`src/rtl/spi_cmd_pkg.sv`:
```
package spi_cmd_pkg;

  localparam int BYTE_W = 8;
  localparam int TX_MAX = 5;   // longest command, opcode included
  localparam int RX_MAX = 3;   // most response bytes

  localparam logic [3:0] TAG_SLOW = 4'h4;
  localparam logic [3:0] TAG_FAST = 4'h5;

  localparam logic [2:0] OFS_CTRL = 3'd0;
  localparam logic [2:0] OFS_OP   = 3'd1;
  localparam logic [2:0] OFS_ADL  = 3'd2;  // least significant address byte
  localparam logic [2:0] OFS_ADM  = 3'd3;
  localparam logic [2:0] OFS_ADH  = 3'd4;  // most significant, sent first
  localparam logic [2:0] OFS_RX0  = 3'd5;
  localparam logic [2:0] OFS_RX1  = 3'd6;
  localparam logic [2:0] OFS_DAT  = 3'd7;  // write: data byte, read: rx byte 2

  typedef enum logic [1:0] {ST_IDLE, ST_SHIFT, ST_TAIL} eng_state_t;

  function automatic logic [2:0] wr_bytes(input logic [1:0] code);
    case (code)
      2'd0:    wr_bytes = 3'd1;
      2'd1:    wr_bytes = 3'd2;
      2'd2:    wr_bytes = 3'd4;
      default: wr_bytes = 3'd5;
    endcase
  endfunction

endpackage

```
`src/rtl/spi_cmd_tick.sv`:
```
module spi_cmd_tick #(
  parameter int FAST_HALF = 2,
  parameter int SLOW_HALF = 4
) (
  input  logic clk,
  input  logic rst_n,
  input  logic run,
  input  logic fast,
  output logic tick
);
  localparam int MAX_HALF = (FAST_HALF > SLOW_HALF) ? FAST_HALF : SLOW_HALF;
  localparam int CW = $clog2(MAX_HALF + 1);

  logic [CW-1:0] cnt_q;
  logic [CW-1:0] limit;

  assign limit = fast ? CW'(FAST_HALF - 1) : CW'(SLOW_HALF - 1);
  assign tick  = run && (cnt_q == limit);

  always_ff @(posedge clk or negedge rst_n) begin
    if (!rst_n)         cnt_q <= '0;
    else if (!run)      cnt_q <= '0;
    else if (tick)      cnt_q <= '0;
    else                cnt_q <= cnt_q + 1'b1;
  end
endmodule

```
`src/rtl/spi_cmd_regs.sv`:
```
module spi_cmd_regs
  import spi_cmd_pkg::*;
(
  input  logic                       clk,
  input  logic                       rst_n,
  input  logic                       bus_wr,
  input  logic [2:0]                 bus_addr,
  input  logic [BYTE_W-1:0]          bus_wdata,
  output logic [BYTE_W-1:0]          bus_rdata,
  input  logic                       eng_busy,
  input  logic [RX_MAX-1:0]          rx_we,
  input  logic [RX_MAX*BYTE_W-1:0]   rx_bus,
  output logic                       start,
  output logic                       start_fast,
  output logic [1:0]                 start_wcode,
  output logic [1:0]                 start_rcnt,
  output logic [TX_MAX*BYTE_W-1:0]   tx_vec
);
  logic [BYTE_W-1:0] op_q, adl_q, adm_q, adh_q, dat_q;
  logic [BYTE_W-1:0] rx_q [RX_MAX];

  // start decode: idle engine, legal tag in the upper nibble
  assign start = bus_wr && (bus_addr == OFS_CTRL) && !eng_busy &&
                 ((bus_wdata[7:4] == TAG_SLOW) || (bus_wdata[7:4] == TAG_FAST));
  assign start_fast  = bus_wdata[4];
  assign start_rcnt  = bus_wdata[3:2];
  assign start_wcode = bus_wdata[1:0];

  always_ff @(posedge clk or negedge rst_n) begin
    if (!rst_n) begin
      op_q  <= '0;
      adl_q <= '0;
      adm_q <= '0;
      adh_q <= '0;
      dat_q <= '0;
    end else if (bus_wr) begin
      case (bus_addr)
        OFS_OP:  op_q  <= bus_wdata;
        OFS_ADL: adl_q <= bus_wdata;
        OFS_ADM: adm_q <= bus_wdata;
        OFS_ADH: adh_q <= bus_wdata;
        OFS_DAT: dat_q <= bus_wdata;
        default: ;
      endcase
    end
  end

  generate
    for (genvar i = 0; i < RX_MAX; i++) begin : g_rx
      always_ff @(posedge clk or negedge rst_n) begin
        if (!rst_n)        rx_q[i] <= '0;
        else if (rx_we[i]) rx_q[i] <= rx_bus[i*BYTE_W +: BYTE_W];
      end
    end
  endgenerate

  // outgoing bytes, left aligned, in wire order
  always_comb begin
    case (start_wcode)
      2'd0:    tx_vec = {op_q, {4*BYTE_W{1'b0}}};
      2'd1:    tx_vec = {op_q, dat_q, {3*BYTE_W{1'b0}}};
      2'd2:    tx_vec = {op_q, adh_q, adm_q, adl_q, {BYTE_W{1'b0}}};
      default: tx_vec = {op_q, adh_q, adm_q, adl_q, dat_q};
    endcase
  end

  always_comb begin
    case (bus_addr)
      OFS_CTRL: bus_rdata = {eng_busy, 7'b0};
      OFS_OP:   bus_rdata = op_q;
      OFS_ADL:  bus_rdata = adl_q;
      OFS_ADM:  bus_rdata = adm_q;
      OFS_ADH:  bus_rdata = adh_q;
      OFS_RX0:  bus_rdata = rx_q[0];
      OFS_RX1:  bus_rdata = rx_q[1];
      default:  bus_rdata = rx_q[2];
    endcase
  end
endmodule

```
`src/rtl/spi_cmd_shifter.sv`:
```
module spi_cmd_shifter
  import spi_cmd_pkg::*;
(
  input  logic                       clk,
  input  logic                       rst_n,
  input  logic                       start,
  input  logic                       start_fast,
  input  logic [1:0]                 start_wcode,
  input  logic [1:0]                 start_rcnt,
  input  logic [TX_MAX*BYTE_W-1:0]   tx_vec,
  input  logic                       tick,
  input  logic                       spi_miso,
  output logic                       spi_sck,
  output logic                       spi_cs_n,
  output logic                       spi_mosi,
  output logic                       busy,
  output logic                       fast_q,
  output logic [RX_MAX-1:0]          rx_we,
  output logic [RX_MAX*BYTE_W-1:0]   rx_bus
);
  localparam int TX_BITS = TX_MAX * BYTE_W;
  localparam int RX_BITS = RX_MAX * BYTE_W;
  localparam int CNT_W   = $clog2((TX_MAX + RX_MAX) * BYTE_W);

  eng_state_t          state_q;
  logic [TX_BITS-1:0]  tx_sr;
  logic [RX_BITS-1:0]  rx_sr;
  logic [CNT_W-1:0]    left_q;
  logic [1:0]          rcnt_q;
  logic                tail_q;
  logic [3:0]          nbytes;
  logic [CNT_W:0]      nbits;

  assign nbytes = {1'b0, wr_bytes(start_wcode)} + {2'b0, start_rcnt};
  assign nbits  = (CNT_W+1)'({nbytes, 3'b000});
  assign busy   = (state_q != ST_IDLE);

  always_ff @(posedge clk or negedge rst_n) begin
    if (!rst_n) begin
      state_q  <= ST_IDLE;
      spi_sck  <= 1'b0;
      spi_cs_n <= 1'b1;
      spi_mosi <= 1'b0;
      tx_sr    <= '0;
      rx_sr    <= '0;
      left_q   <= '0;
      rcnt_q   <= '0;
      fast_q   <= 1'b0;
      tail_q   <= 1'b0;
      rx_we    <= '0;
    end else begin
      rx_we <= '0;
      case (state_q)
        ST_IDLE: begin
          if (start) begin
            state_q  <= ST_SHIFT;
            spi_cs_n <= 1'b0;
            spi_sck  <= 1'b0;
            spi_mosi <= tx_vec[TX_BITS-1];
            tx_sr    <= tx_vec << 1;
            left_q   <= CNT_W'(nbits - 1'b1);
            rcnt_q   <= start_rcnt;
            fast_q   <= start_fast;
          end
        end
        ST_SHIFT: begin
          if (tick) begin
            if (!spi_sck) begin
              spi_sck <= 1'b1;
              rx_sr   <= {rx_sr[RX_BITS-2:0], spi_miso};
            end else begin
              spi_sck <= 1'b0;
              if (left_q == '0) begin
                state_q  <= ST_TAIL;
                tail_q   <= 1'b0;
                spi_mosi <= 1'b0;
                for (int i = 0; i < RX_MAX; i++)
                  rx_we[i] <= (i < int'(rcnt_q));
              end else begin
                spi_mosi <= tx_sr[TX_BITS-1];
                tx_sr    <= tx_sr << 1;
                left_q   <= left_q - 1'b1;
              end
            end
          end
        end
        default: begin
          if (tick) begin
            if (tail_q) begin
              state_q  <= ST_IDLE;
              spi_cs_n <= 1'b1;
            end else begin
              tail_q <= 1'b1;
            end
          end
        end
      endcase
    end
  end

  // last rcnt bytes of the shift register, first received byte to slot 0
  always_comb begin
    rx_bus = '0;
    for (int i = 0; i < RX_MAX; i++) begin
      int sh;
      sh = int'(rcnt_q) - 1 - i;
      if (sh >= 0)
        rx_bus[i*BYTE_W +: BYTE_W] = rx_sr[sh*BYTE_W +: BYTE_W];
    end
  end
endmodule

```
`src/rtl/spi_cmd_engine.sv`:
```
module spi_cmd_engine
  import spi_cmd_pkg::*;
#(
  parameter int FAST_HALF = 2,
  parameter int SLOW_HALF = 4
) (
  input  logic       clk,
  input  logic       rst_n,
  input  logic       reg_wr,
  input  logic [2:0] reg_addr,
  input  logic [7:0] reg_wdata,
  output logic [7:0] reg_rdata,
  output logic       spi_sck,
  output logic       spi_cs_n,
  output logic       spi_mosi,
  input  logic       spi_miso
);
  logic                      eng_busy;
  logic                      start, start_fast, fast_q, tick;
  logic [1:0]                start_wcode, start_rcnt;
  logic [TX_MAX*BYTE_W-1:0]  tx_vec;
  logic [RX_MAX-1:0]         rx_we;
  logic [RX_MAX*BYTE_W-1:0]  rx_bus;

  spi_cmd_regs u_regs (
    .clk(clk), .rst_n(rst_n),
    .bus_wr(reg_wr), .bus_addr(reg_addr), .bus_wdata(reg_wdata), .bus_rdata(reg_rdata),
    .eng_busy(eng_busy), .rx_we(rx_we), .rx_bus(rx_bus),
    .start(start), .start_fast(start_fast), .start_wcode(start_wcode),
    .start_rcnt(start_rcnt), .tx_vec(tx_vec)
  );

  spi_cmd_tick #(.FAST_HALF(FAST_HALF), .SLOW_HALF(SLOW_HALF)) u_tick (
    .clk(clk), .rst_n(rst_n), .run(eng_busy), .fast(fast_q), .tick(tick)
  );

  spi_cmd_shifter u_shift (
    .clk(clk), .rst_n(rst_n),
    .start(start), .start_fast(start_fast), .start_wcode(start_wcode),
    .start_rcnt(start_rcnt), .tx_vec(tx_vec), .tick(tick), .spi_miso(spi_miso),
    .spi_sck(spi_sck), .spi_cs_n(spi_cs_n), .spi_mosi(spi_mosi),
    .busy(eng_busy), .fast_q(fast_q), .rx_we(rx_we), .rx_bus(rx_bus)
  );
endmodule

```
`config.mk`:
```
export PLATFORM = sky130hd
export DESIGN_NAME = spi_cmd_engine
export DESIGN_NICKNAME = d
export VERILOG_FILES = /design/src/rtl/spi_cmd_pkg.sv /design/src/rtl/spi_cmd_tick.sv /design/src/rtl/spi_cmd_regs.sv /design/src/rtl/spi_cmd_shifter.sv /design/src/rtl/spi_cmd_engine.sv
export SDC_FILE = /design/constraint.sdc
export NUM_CORES = 1
export LEC_CHECK = 0
export ABC_CLOCK_PERIOD_IN_PS = 2390
export BUFFER_PORTS_ARGS = -buffer_cell sky130_fd_sc_hd__clkbuf_2
export CORE_ASPECT_RATIO = 1.4
export CORE_MARGIN = 10
export CORE_UTILIZATION = 25
export DETAILED_ROUTE_END_ITERATION = 12
export GPL_ROUTABILITY_DRIVEN = 0
export HOLD_SLACK_MARGIN = 0.08
export PLACE_DENSITY = 0.42
export SYNTH_ARGS = -nofsm -noshare
export SYNTH_HDL_FRONTEND = slang
export SYNTH_SLANG_ARGS = --single-unit
```
`constraint.sdc`:
```
create_clock -name clk -period 2.39 [get_ports clk]
set_input_delay 0.478 -clock clk [delete_from_list [all_inputs] [get_ports clk]]
set_output_delay 0.478 -clock clk [all_outputs]
set_load 0.1 [all_outputs]
```
# Word-level counts from Yosys, hierarchy flattened
# Cells that the tools add are included.
# op_classes
addsub	7
magnitude_cmp	6
n_eq_ne	18
n_shift	3
muxes	47
n_bitwise	3
n_reduce_logical	28
# op_table
cell	count
40-bit two-way mux	4
32-bit by 1-bit greater-or-equal comparator with 1-bit output, second input constant	3
32-bit one-hot mux with 3 select lines	1
24-bit by 32-bit variable part select with 8-bit output	3
40-bit one-hot mux with 2 select lines	1
8-bit one-hot mux with 7 select lines	1
32-bit by 2-bit subtractor with 32-bit output, second input constant	1
32-bit by 3-bit subtractor with 32-bit output, second input constant	1
6-bit two-way mux	4
8-bit two-way mux	3
3-bit two-way mux	6
2-bit two-way mux	7
1-bit two-way mux	13
3-bit == test, second input constant	4
6-bit one-hot mux with 2 select lines	1
2-bit AND reduction	6
4-bit AND reduction	3
6-bit by 1-bit subtractor with 6-bit output, second input constant	2
3-bit one-hot mux with 3 select lines	1
4-bit by 3-bit == test with 1-bit output, second input constant	2
1-bit one-hot mux with 2 select lines	4
2-bit nonzero test	4
3-bit by 2-bit == test with 1-bit output, second input constant	2
6-bit logical NOT	1
22 further kinds	34
# totals
regBits	149
input_bits	15
elab_cells	132

# Longest topological paths before layout
# Gate-level depths: netlist of run 1.
# logic_depth
ltp_word	6
mapped_depth	10
ltp_nobuf	10

# Hierarchy
# Synthesis of run 1 repeated with hierarchy kept, for this count alone.
# hier_totals
hier_cells	657
area_unflattened_um2	7903.8
# by_module_without_submodules
module	instances	cells_per_inst	area_each_um2	seq_area_each_um2
spi_cmd_shifter	1	381	4478.0	2028.2
spi_cmd_regs	1	262	3275.6	1601.5
spi_cmd_tick	1	14	150.1	75.1

# Least setup slack after synthesis of run 1
# Ideal clock, no wire load.
# synth_path
path_kind	input to output
from	in reg_addr[0]
to	out reg_rdata[0]
t_arrival_ns	3.477
t_required_ns	1.912
path_slack_ns	-1.565
cell_stages	5
path_cell_list	buf_6 > clkbuf_1 > clkbuf_1 > a22oi_1 > o21ai_0
# synth_between
elab_chain_len	2
word_cells_on_any_way	8
classes_between	eq/ne (6); mux (1); reduce/logical (1)
# synth_rtl
item	line	rtl
from (decl)	spi_cmd_engine.sv:10	input logic [2:0] reg_addr,
3-bit == test (tied with other cells)	spi_cmd_regs.sv:68	case (bus_addr)
8-bit one-hot mux with 7 select lines *	spi_cmd_regs.sv:68	
to (decl)	spi_cmd_engine.sv:12	output logic [7:0] reg_rdata,
# Mark *: on every way between the ends. The rest lies on a longest branch, timed or not.

# Worst setup path after layout of run 1
# layout_path
from	reg u_shift.state_q[0]
to	out reg_rdata[7]
# layout_between
elab_chain_len	2
# layout_rtl
item	line	rtl
from (decl)	spi_cmd_shifter.sv:25	eng_state_t state_q;
from (signal assigned)	spi_cmd_shifter.sv:40	state_q <= ST_IDLE;
from (signal assigned)	spi_cmd_shifter.sv:56	state_q <= ST_SHIFT;
from (signal assigned)	spi_cmd_shifter.sv:74	state_q <= ST_TAIL;
2-bit nonzero test	spi_cmd_shifter.sv:36	assign busy = (state_q != ST_IDLE);
8-bit one-hot mux with 7 select lines	spi_cmd_regs.sv:68	
# Every way passes these cells.

==> impl_metrics.json, run 1 <==
{
  "outcome": "finished, violations left",
  "violations": "setup timing",
  "pin_count": 26,
  "ys_seq_elements": 148,
  "crit_path_end_kind": "primary output",
  "nNetsFinal": 747,
  "hp-class": "input pin to register",
  "grt_pass1_vias": 5492,
  "numCtsBuffers": 17,
  "cts_tree": "done",
  "fp.dieH_um": 224,
  "maxSlewViolCount": 0,
  "drt_iter0_markers": 363,
  "vias_per_cell": 4.77,
  "critPathMaxStageDelay_ns": 0.47,
  "worstPathRequired_ns": 1.91,
  "skew_ns": 0.00940,
  "root_buffer": "clkbuf_16",
  "startpoint": "u_shift.state_q[0]$_DFFE_PN0P_",
  "final_cell_mix": "dfrtp_1 (147), mux2_2 (114), buf_4 (55)",
  "yosysSeqAreaShare": 0.498,
  "synth.area.top_cells": "dfrtp_1 (49%), mux2_2 (17%), ha_1 (2.7%), o22ai_1 (2.6%), nand2_1 (2.2%)",
  "drt_pre_antenna_iters": 5,
  "rsz0062_at_grt": "true",
  "overflow": 0,
  "preCtsSetupSlack_ns": -0.291,
  "powerDensity_mw_per_mm2": 819,
  "cts_sinks": 148,
  "cts.path.max_buffers": 2,
  "r2r-start": "u_shift.state_q[0]$_DFFE_PN0P_",
  "critical_path.cell_chain": "or2_4, mux4_2, mux2_4, buf_12",
  "critPathLaunchType": "register",
  "worstSetupPathType": "register to primary output",
  "critPathArrivalTime_ns": 2.04,
  "power_leakage_nw": 4.11,
  "synth.avg_cell_area_um2": 11.4,
  "routed_wl_um": 20900,
  "synth_edf_count": 0,
  "rows": 74,
  "synth_area_leader_cell": "dfrtp_1",
  "wl_per_cell_um": 18.8,
  "path_buf_inv": 1,
  "whs_ns": 0.286,
  "num_vias": 5289,
  "final_min_period_over_clock_period": 1.05,
  "synth_warnings": 0,
  "hold_start": "spi_miso",
  "grt_pass1_wl_um": 32400,
  "postRouteAntennaNets": 0,
  "final_cells": 1108,
  "fillers": 3026,
  "syn_inst": 654,
  "grtUsageTotal": 0.110,
  "synth_cell_types": 55,
  "path_max_fanout": 2,
  "final_common_cell": "dfrtp_1",
  "worst_slew_pin_slew_ns": 0.799,
  "die_width_um": 166,
  "clkLatencyLatePin_ns": 0.42,
  "r2r_slack_ns": 0.11,
  "final.min_clock_period_ns": 2.52,
  "drc": 0,
  "antenna_found_initial": 0,
  "setup_slack_ns": -0.126,
  "start_util": 0.254,
  "synth_nets": 686,
  "clock.fmax_ghz": 0.397,
  "max_cap_viol_count": 0,
  "dp_cells": 1060,
  "core-area_mm2": 0.0293,
  "dp_hpwl_um": 15100,
  "maxSlewHeadroom": 0.465,
  "dieArea_mm2": 0.0371,
  "finalHoldViolations": 0,
  "synth.top_cell.area_share": 0.495,
  "final_area_mm2": 0.00929,
  "dpl_cell_area_mm2": 0.00843,
  "setup_viol": 1,
  "cp_top_family": "multiplexers",
  "peakVddDrop_v": 0.000467,
  "numPortBuffers": 25,
  "syn-cell-area_mm2": 0.00744,
  "synthArstFlopShare": 1.00,
  "drive_gt1_frac": 0.356,
  "synth_top_flop_cell": "dfrtp_1",
  "area.growth.synth_to_final_pct": 24.9,
  "grt_max_degree": 50,
  "htreeDepth": 4,
  "cp_slowest_cell": "mux4_2",
  "power_mw": 7.61,
  "clk_pin_slew_worst_paths_ns": 0.07,
  "antenna_cells": 0
}
-- metal layers --
| metal | track usage | vias to the layer above | share of wire |
|---|---|---|---|
| met3 | 0.0202 | 17 | 0.026 |
| met4 | 0.0298 | 0 | 0.012 |
| met2 | 0.201 | 98 | 0.54 |
| li1 | - | 2488 | - |
| met1 | 0.128 | 2686 | 0.42 |
| met5 | 0 | - | 0 |
-- what timing repair did --
item	4_1_cts	5_1_grt
endpoints found under the hold margin	44	0
buffers inserted	1	12
cloned	0	2
pin swaps	1	1
gates resized for setup	11	11
hold buffers	1	0
setup endpoints to repair	6	6
-- report_power, final --
part | switching, mW | leakage [nW] | internal [mW]
clock network | 1.19 | 0.307 | 1.69
logic | 0.890 | 1.90 | 0.727
registers | 0.301 | 1.90 | 2.81
total | 2.38 | 4.11 | 5.23
-- cells in the mapped netlist (all sizes together), types with 2 or more instances --
cell type and number:
o22ai 31, o2bb2ai 4, a21boi 2, nor2b 9, mux4 7, nand3 12
clkbuf 37, ha 16, a22oi 14, a31oi 2, nand2 43, buf 10
nor4 2, o211ai 2, dfrtp 147, inv 40, o32ai 2, nand2b 12
nor2 32, a32o 2, nor3 4, or2 2, a221oi 9, nand4 3
a2bb2oi 9, o21ai 26, xnor2 4, and3b 3, a22o 18, a21oi 17
mux2 115
-- path summary, 6_finish.rpt --
| kind | to | cells past startpoint |
|---|---|---|
| worst max-delay path | reg_rdata[7] | 4 |
| worst min-delay path | u_shift.rx_sr[0]$_DFFE_PN0P_ | 2 |
| worst max register to register | u_shift.tx_sr[21]$_DFFE_PN0P_ | 6 |
| worst min register to register | u_tick.cnt_q[0]$_DFF_PN0_ | 1 |
| max in group asynchronous | u_shift.spi_cs_n$_DFFE_PN1P_ | 3 |
| min in group asynchronous | u_shift.rx_sr[10]$_DFFE_PN0P_ | 2 |
-- cells by family after synthesis --
family                   after synthesis  share of synthesized area
multiplexers                         123                      0.197
flip-flops                           148                      0.498
AO/OA/AOI/OAI                        145                      0.137
buffers and inverters                 87                     0.0488
AND/OR/NAND/NOR                      129                     0.0841
XOR/XNOR                               5                    0.00589
adder cells (fa/ha/maj)               17                     0.0296
-- area by class of cell --
class / instances / area, um2 / area share
Tap cell: 380 / 475 / 0.0512
Timing Repair Buffer: 89 / 852 / 0.0917
Multi-Input combinational cell: 419 / 3480 / 0.374
Clock buffer: 17 / 425 / 0.0458
Inverter: 40 / 150 / 0.0162
Clock inverter: 15 / 204 / 0.0219
Sequential cell: 148 / 3700 / 0.399
-- state kept, by name, summed over array words and instances (netlist names), 2 cells and up --
| name | cells |
|---|---|
| u_regs.rx_q | 24 |
| u_regs.dat_q | 8 |
| u_shift.rx_we | 3 |
| u_regs.adh_q | 8 |
| u_shift.tx_sr | 39 |
| u_tick.cnt_q | 3 |
| u_shift.state_q | 2 |
| u_regs.op_q | 8 |
| u_regs.adm_q | 8 |
| u_shift.rx_sr | 24 |
| u_regs.adl_q | 8 |
| u_shift.rcnt_q | 2 |
| u_shift.left_q | 6 |
-- worst reg2reg max path: stages, from the launching register on --
cell and delay [ns]:
dfrtp_1 0.38, or2_4 0.27, buf_4 0.15, or4_1 0.57
a22oi_4 0.18, buf_12 0.23, mux2_2 0.39
-- per-stage QoR --
stage               setup TNS, ns   util
detailed placement         -12.21  0.288
CTS                        -0.205  0.312
finish                     -0.126  0.318
global route               -0.276  0.318
global placement           -10.45  0.288
floorplan                   -3.43      -
No activity file was read; power rests on OpenSTA's default activity.
==> run 2, diff against run 1 <==
--- a/config.mk
+++ b/config.mk
@@ -7,13 +7,15 @@
 export LEC_CHECK = 0
 export ABC_CLOCK_PERIOD_IN_PS = 2390
 export BUFFER_PORTS_ARGS = -buffer_cell sky130_fd_sc_hd__clkbuf_2
+export CELL_PAD_IN_SITES_DETAIL_PLACEMENT = 1
+export CELL_PAD_IN_SITES_GLOBAL_PLACEMENT = 2
 export CORE_ASPECT_RATIO = 1.4
 export CORE_MARGIN = 10
 export CORE_UTILIZATION = 25
 export DETAILED_ROUTE_END_ITERATION = 12
 export GPL_ROUTABILITY_DRIVEN = 0
 export HOLD_SLACK_MARGIN = 0.08
-export PLACE_DENSITY = 0.42
+export PLACE_DENSITY = 0.55
 export SYNTH_ARGS = -nofsm -noshare
 export SYNTH_HDL_FRONTEND = slang
 export SYNTH_SLANG_ARGS = --single-unit
==> impl_metrics.json, run 2 (synthesis gave the netlist of run 1 again) <==
{
  "dr_wl_met2_um": 11600,
  "overflow": 0,
  "wirelength_met1_um": 9330,
  "final_common_cell": "dfrtp_1",
  "vias_per_cell": 4.80,
  "powerDensity_mw_per_mm2": 815,
  "r2r_cells": 7,
  "regMostFlops": "u_shift.tx_sr",
  "largest_reg_flops": 39,
  "fillers": 3262,
  "endpoint": "reg_rdata[7]",
  "routed_wl_um": 21800,
  "preCtsSetupSlack_ns": -0.329,
  "setup_viol": 1,
  "grt_max_degree": 66,
  "antenna_found_initial": 1,
  "power_leakage_nw": 4.04,
  "worstReg2RegEnd": "u_shift.tx_sr[11]$_DFFE_PN0P_",
  "drt_iter0_markers": 281,
  "dieArea_mm2": 0.0371,
  "top_layer_used": "met4",
  "cts_sinks": 148,
  "clock.fmax_ghz": 0.391,
  "cts_hold_buffers": 0,
  "drc": 0,
  "grt_pass1_wl_um": 34700,
  "worstPathRequired_ns": 1.91,
  "startpoint": "u_shift.state_q[1]$_DFFE_PN0P_",
  "pin_count": 26,
  "path_max_fanout": 3,
  "worstSetupPathType": "register to primary output",
  "clk_pin_slew_worst_paths_ns": 0.07,
  "start_util": 0.254,
  "die_width_um": 166,
  "maxSlewViolCount": 0,
  "rows": 74,
  "outcome": "finished, violations left",
  "maxSlewHeadroom": 0.509,
  "antenna_cells": 0,
  "rsz0062_at_grt": "true",
  "crit_path_end_kind": "primary output",
  "htreeDepth": 4,
  "cts_tree": "done",
  "grt_pass1_vias": 5836,
  "worst_slew_pin_slew_ns": 0.733,
  "drive_gt1_frac": 0.343,
  "finalHoldViolations": 0,
  "final_cell_mix": "dfrtp_1 (147), mux2_2 (114), nand2_1 (43)",
  "numCtsBuffers": 17,
  "num_vias": 5261,
  "whs_ns": 0.0362,
  "root_buffer": "clkbuf_16",
  "top_regs": "u_shift.tx_sr (39), u_regs.rx_q (24), u_shift.rx_sr (24)",
  "final_min_period_over_clock_period": 1.07,
  "nNetsFinal": 734,
  "max_cap_viol_count": 0,
  "core-area_mm2": 0.0293,
  "drt_pre_antenna_iters": 4,
  "clkLatencyLatePin_ns": 0.43,
  "wl_per_cell_um": 19.9,
  "cts.path.max_buffers": 2,
  "skew_ns": 0.0134,
  "area.growth.synth_to_final_pct": 23.5,
  "critPathArrivalTime_ns": 2.08,
  "fp.dieH_um": 224,
  "critPathLaunchType": "register",
  "dp_hpwl_um": 15900,
  "postRouteAntennaNets": 0,
  "numPortBuffers": 25,
  "r2r_slack_ns": 0.18,
  "grtUsageTotal": 0.118,
  "final.min_clock_period_ns": 2.56,
  "r2r-start": "u_shift.state_q[1]$_DFFE_PN0P_",
  "setup_slack_ns": -0.167,
  "hp-class": "input pin to asynchronous set/reset pin",
  "wl_met3_um": 473,
  "peakVddDrop_v": 0.000381,
  "violations": "setup timing"
}
run 2: cell types whose count changed in the layout (fill, tap and decap cells not counted), moves of 2 or more:
cell / change
nor2b_2: -2
buf_8: -2
a22oi_2: -2
buf_4: -16
clkinv_2: +2
a22oi_1: +2
buf_6: +2
buf_12: +3
inv_8: -2
run 2: worst min-delay path by stage:
stage	end	slack (ns)	cells past startpoint
after global placement	u_tick.cnt_q[0]$_DFF_PN0_	0.49	1
after CTS	u_shift.left_q[3]$_DFFE_PN0P_	0.08	1
after global routing	u_shift.left_q[3]$_DFFE_PN0P_	0.09	1
final	u_shift.left_q[3]$_DFFE_PN0P_	0.04	1
after detailed placement	u_shift.tx_sr[6]$_DFFE_PN0P_	0.50	1
after floorplan	u_regs.adh_q[0]$_DFFE_PN0P_	0.18	0
run 2: worst max-delay path: stages (launching register included):
cell and delay, ns:
dfrtp_1 0.38, or2_4 0.28, mux4_2 0.49, mux2_4 0.32, buf_12 0.17
run 2: repair_timing:
item | CTS | global route
gates resized for setup | 6 | 7
endpoints found under the setup margin | 4 | 7
setup buffers | 1 | 4
gates cloned | 0 | 2
pin swaps | 0 | 1
run 2: power breakdown:
group	internal [mW]	switching [mW]
logic	0.716	0.898
clock network	1.57	1.17
registers	2.82	0.313
run 2: layer usage:
layer / global-route usage / vias to the layer above
li1: - / 2474
met1: 0.135 / 2715
met2: 0.215 / 52
met3: 0.0228 / 20
met4: 0.0367 / 0
met5: 0 / -
run 2: layout make-up:
cell class | instances | area (um2) | share of cell area
Clock inverter | 15 | 169 | 0.0184
Timing Repair Buffer | 76 | 779 | 0.0849
Multi-Input combinational cell | 419 | 3480 | 0.379
Inverter | 40 | 150 | 0.0164
Tap cell | 380 | 475 | 0.0518
Sequential cell | 148 | 3700 | 0.403
Clock buffer | 17 | 425 | 0.0463
run 2: metrics by stage:
step | instance area [um2] | util | power [mW] | setup TNS [ns] | instances
2_1_floorplan | 7510 | - | 4.13 | -3.43 | 654
3_3_place_gp | 8450 | 0.289 | 4.73 | -10.63 | 1056
3_5_place_dp | 8450 | 0.289 | 4.78 | -12.66 | 1056
4_1_cts | 9070 | 0.310 | 7.58 | -0.322 | 1089
5_1_grt | 9180 | 0.314 | 7.88 | -0.270 | 1095
6_report | 9180 | 0.314 | 7.48 | -0.167 | 1095
==> run 3, diff against run 2 <==
--- a/config.mk
+++ b/config.mk
@@ -15,7 +15,7 @@
 export DETAILED_ROUTE_END_ITERATION = 12
 export GPL_ROUTABILITY_DRIVEN = 0
 export HOLD_SLACK_MARGIN = 0.08
-export PLACE_DENSITY = 0.55
+export PLACE_DENSITY_LB_ADDON = 0.1
 export SYNTH_ARGS = -nofsm -noshare
 export SYNTH_HDL_FRONTEND = slang
 export SYNTH_SLANG_ARGS = --single-unit
==> impl_metrics.json, run 3 (synthesis gave the netlist of run 1 again) <==
{
  "cp_slowest_cell": "mux4_2",
  "dp_cells": 1062,
  "core-area_mm2": 0.0293,
  "path_buf_inv": 1,
  "skew_ns": 0.0155,
  "rsz0062_at_grt": "true",
  "top_regs": "u_shift.tx_sr (39), u_regs.rx_q (24), u_shift.rx_sr (24)",
  "pin_count": 26,
  "overflow": 0,
  "final_cells": 1101,
  "path_max_fanout": 2,
  "r2r_slack_ns": 0.07,
  "use_met3": 0.0198,
  "critical_path.cell_chain": "or2_4, mux4_2, mux2_4, buf_12",
  "final_common_cell": "dfrtp_1",
  "outcome": "finished, violations left",
  "grt_pass1_wl_um": 35500,
  "fillers": 3259,
  "preCtsSetupSlack_ns": -0.268,
  "endpoint": "reg_rdata[7]",
  "regMostFlops": "u_shift.tx_sr",
  "use_met1": 0.140,
  "dieArea_mm2": 0.0371,
  "setup_slack_ns": -0.168,
  "maxSlewHeadroom": 0.491,
  "worst_slew_pin_slew_ns": 0.761,
  "hp-class": "input pin to register",
  "clock.fmax_ghz": 0.391,
  "grt_pass1_vias": 5764,
  "antenna_found_initial": 0,
  "cp_top_family": "multiplexers",
  "critPathLaunchType": "register",
  "area.growth.synth_to_final_pct": 23.1,
  "critPathArrivalTime_ns": 2.08,
  "rows": 74,
  "startpoint": "u_shift.state_q[1]$_DFFE_PN0P_",
  "worstSetupPathType": "register to primary output",
  "cts_tree": "done",
  "vias_per_cell": 4.76,
  "setup_viol": 2,
  "drive_gt1_frac": 0.347,
  "cts.path.max_buffers": 2,
  "root_buffer": "clkbuf_16",
  "cp.depth": 4,
  "grt_max_degree": 57,
  "die_width_um": 166,
  "seq_area_mm2": 0.00370,
  "postRouteAntennaNets": 0,
  "htreeDepth": 4,
  "cts_sinks": 148,
  "max_cap_viol_count": 0,
  "routed_wl_um": 22300,
  "drt_pre_antenna_iters": 4,
  "start_util": 0.254,
  "num_vias": 5245,
  "clkLatencyLatePin_ns": 0.44,
  "power_leakage_nw": 4.03,
  "nNetsFinal": 740,
  "final_min_period_over_clock_period": 1.07,
  "numPortBuffers": 25,
  "r2r_cells": 6,
  "fp.dieH_um": 224,
  "wl_per_cell_um": 20.2,
  "dp_hpwl_um": 16800,
  "antenna_cells": 0,
  "worstPathRequired_ns": 1.91,
  "busiest_layer": "met2",
  "clk_pin_slew_worst_paths_ns": 0.06,
  "power_mw": 7.49,
  "final.min_clock_period_ns": 2.56,
  "drt_iter0_markers": 257,
  "multi_input_area_mm2": 0.00347,
  "powerDensity_mw_per_mm2": 819,
  "maxSlewViolCount": 0,
  "drc": 0,
  "numCtsBuffers": 17,
  "worstReg2RegEnd": "u_shift.tx_sr[4]$_DFFE_PN0P_",
  "final_area_mm2": 0.00915,
  "grtUsageTotal": 0.122,
  "largest_reg_flops": 39,
  "violations": "setup timing",
  "dpl_cell_area_mm2": 0.00846,
  "final_cell_mix": "dfrtp_1 (147), mux2_2 (114), buf_4 (50)",
  "r2r-start": "u_shift.state_q[1]$_DFFE_PN0P_",
  "crit_path_end_kind": "primary output",
  "peakVddDrop_v": 0.000482,
  "grt_util_met2": 0.225,
  "critPathMaxStageDelay_ns": 0.49,
  "finalHoldViolations": 0
}
run 3: worst register-to-register path, stage by stage (launching register included):
cell	delay [ns]
dfrtp_1	0.38
or2_4	0.28
buf_4	0.16
or4_1	0.58
a22oi_4	0.22
buf_4	0.23
mux2_2	0.36
run 3: per-layer routing:
layer | routed length (um) | vias to the layer above | part of all wire
li1 | - | 2468 | -
met2 | 12100 | 39 | 0.54
met4 | 258 | 0 | 0.012
met5 | 0 | - | 0
met1 | 9630 | 2721 | 0.43
met3 | 343 | 17 | 0.015
run 3: through the flow:
step | util | TNS, ns | hold WS, ns
5_1_grt | 0.313 | -0.405 | 0.273
6_report | 0.313 | -0.216 | 0.272
3_3_place_gp | 0.289 | -6.82 | 0.459
3_5_place_dp | 0.289 | -9.45 | 0.461
2_1_floorplan | - | -3.43 | 0.182
4_1_cts | 0.312 | -0.242 | 0.253
run 3: area by class of cell:
cell class / instances / share of cell area
clock buffers: 17 / 0.0465
clock inverters: 15 / 0.0189
inverters: 40 / 0.0164
multi-input cells: 419 / 0.379
flip-flops and latches: 148 / 0.405
well taps: 380 / 0.0519
repair buffers: 82 / 0.0820
run 3: what timing repair did:
action / CTS / global route
pin swaps: 3 / 2
buffers inserted: 4 / 2
hold buffers: 1 / 0
hold endpoints to repair: 39 / 0
gates cloned: 0 / 0
gates resized for setup: 10 / 0
endpoints found under the setup margin: 8 / 5
run 3: worst min-delay path by stage:
stage | start | to | slack, ns | cells past startpoint
6_report | spi_miso | u_shift.rx_sr[0]$_DFFE_PN0P_ | 0.27 | 2
5_1_grt | spi_miso | u_shift.rx_sr[0]$_DFFE_PN0P_ | 0.27 | 2
4_1_cts | spi_miso | u_shift.rx_sr[0]$_DFFE_PN0P_ | 0.25 | 2
3_5_place_dp | rst_n | u_shift.left_q[5]$_DFFE_PN0P_ | 0.46 | 1
3_3_place_gp | rst_n | u_shift.left_q[5]$_DFFE_PN0P_ | 0.46 | 1
2_1_floorplan | rst_n | u_regs.adh_q[0]$_DFFE_PN0P_ | 0.18 | 0
run 3: power by group:
group          total (mW)  internal, mW  switching (mW)
clock network        2.75          1.57            1.18
registers            3.13          2.81           0.320
logic                1.61         0.711           0.899
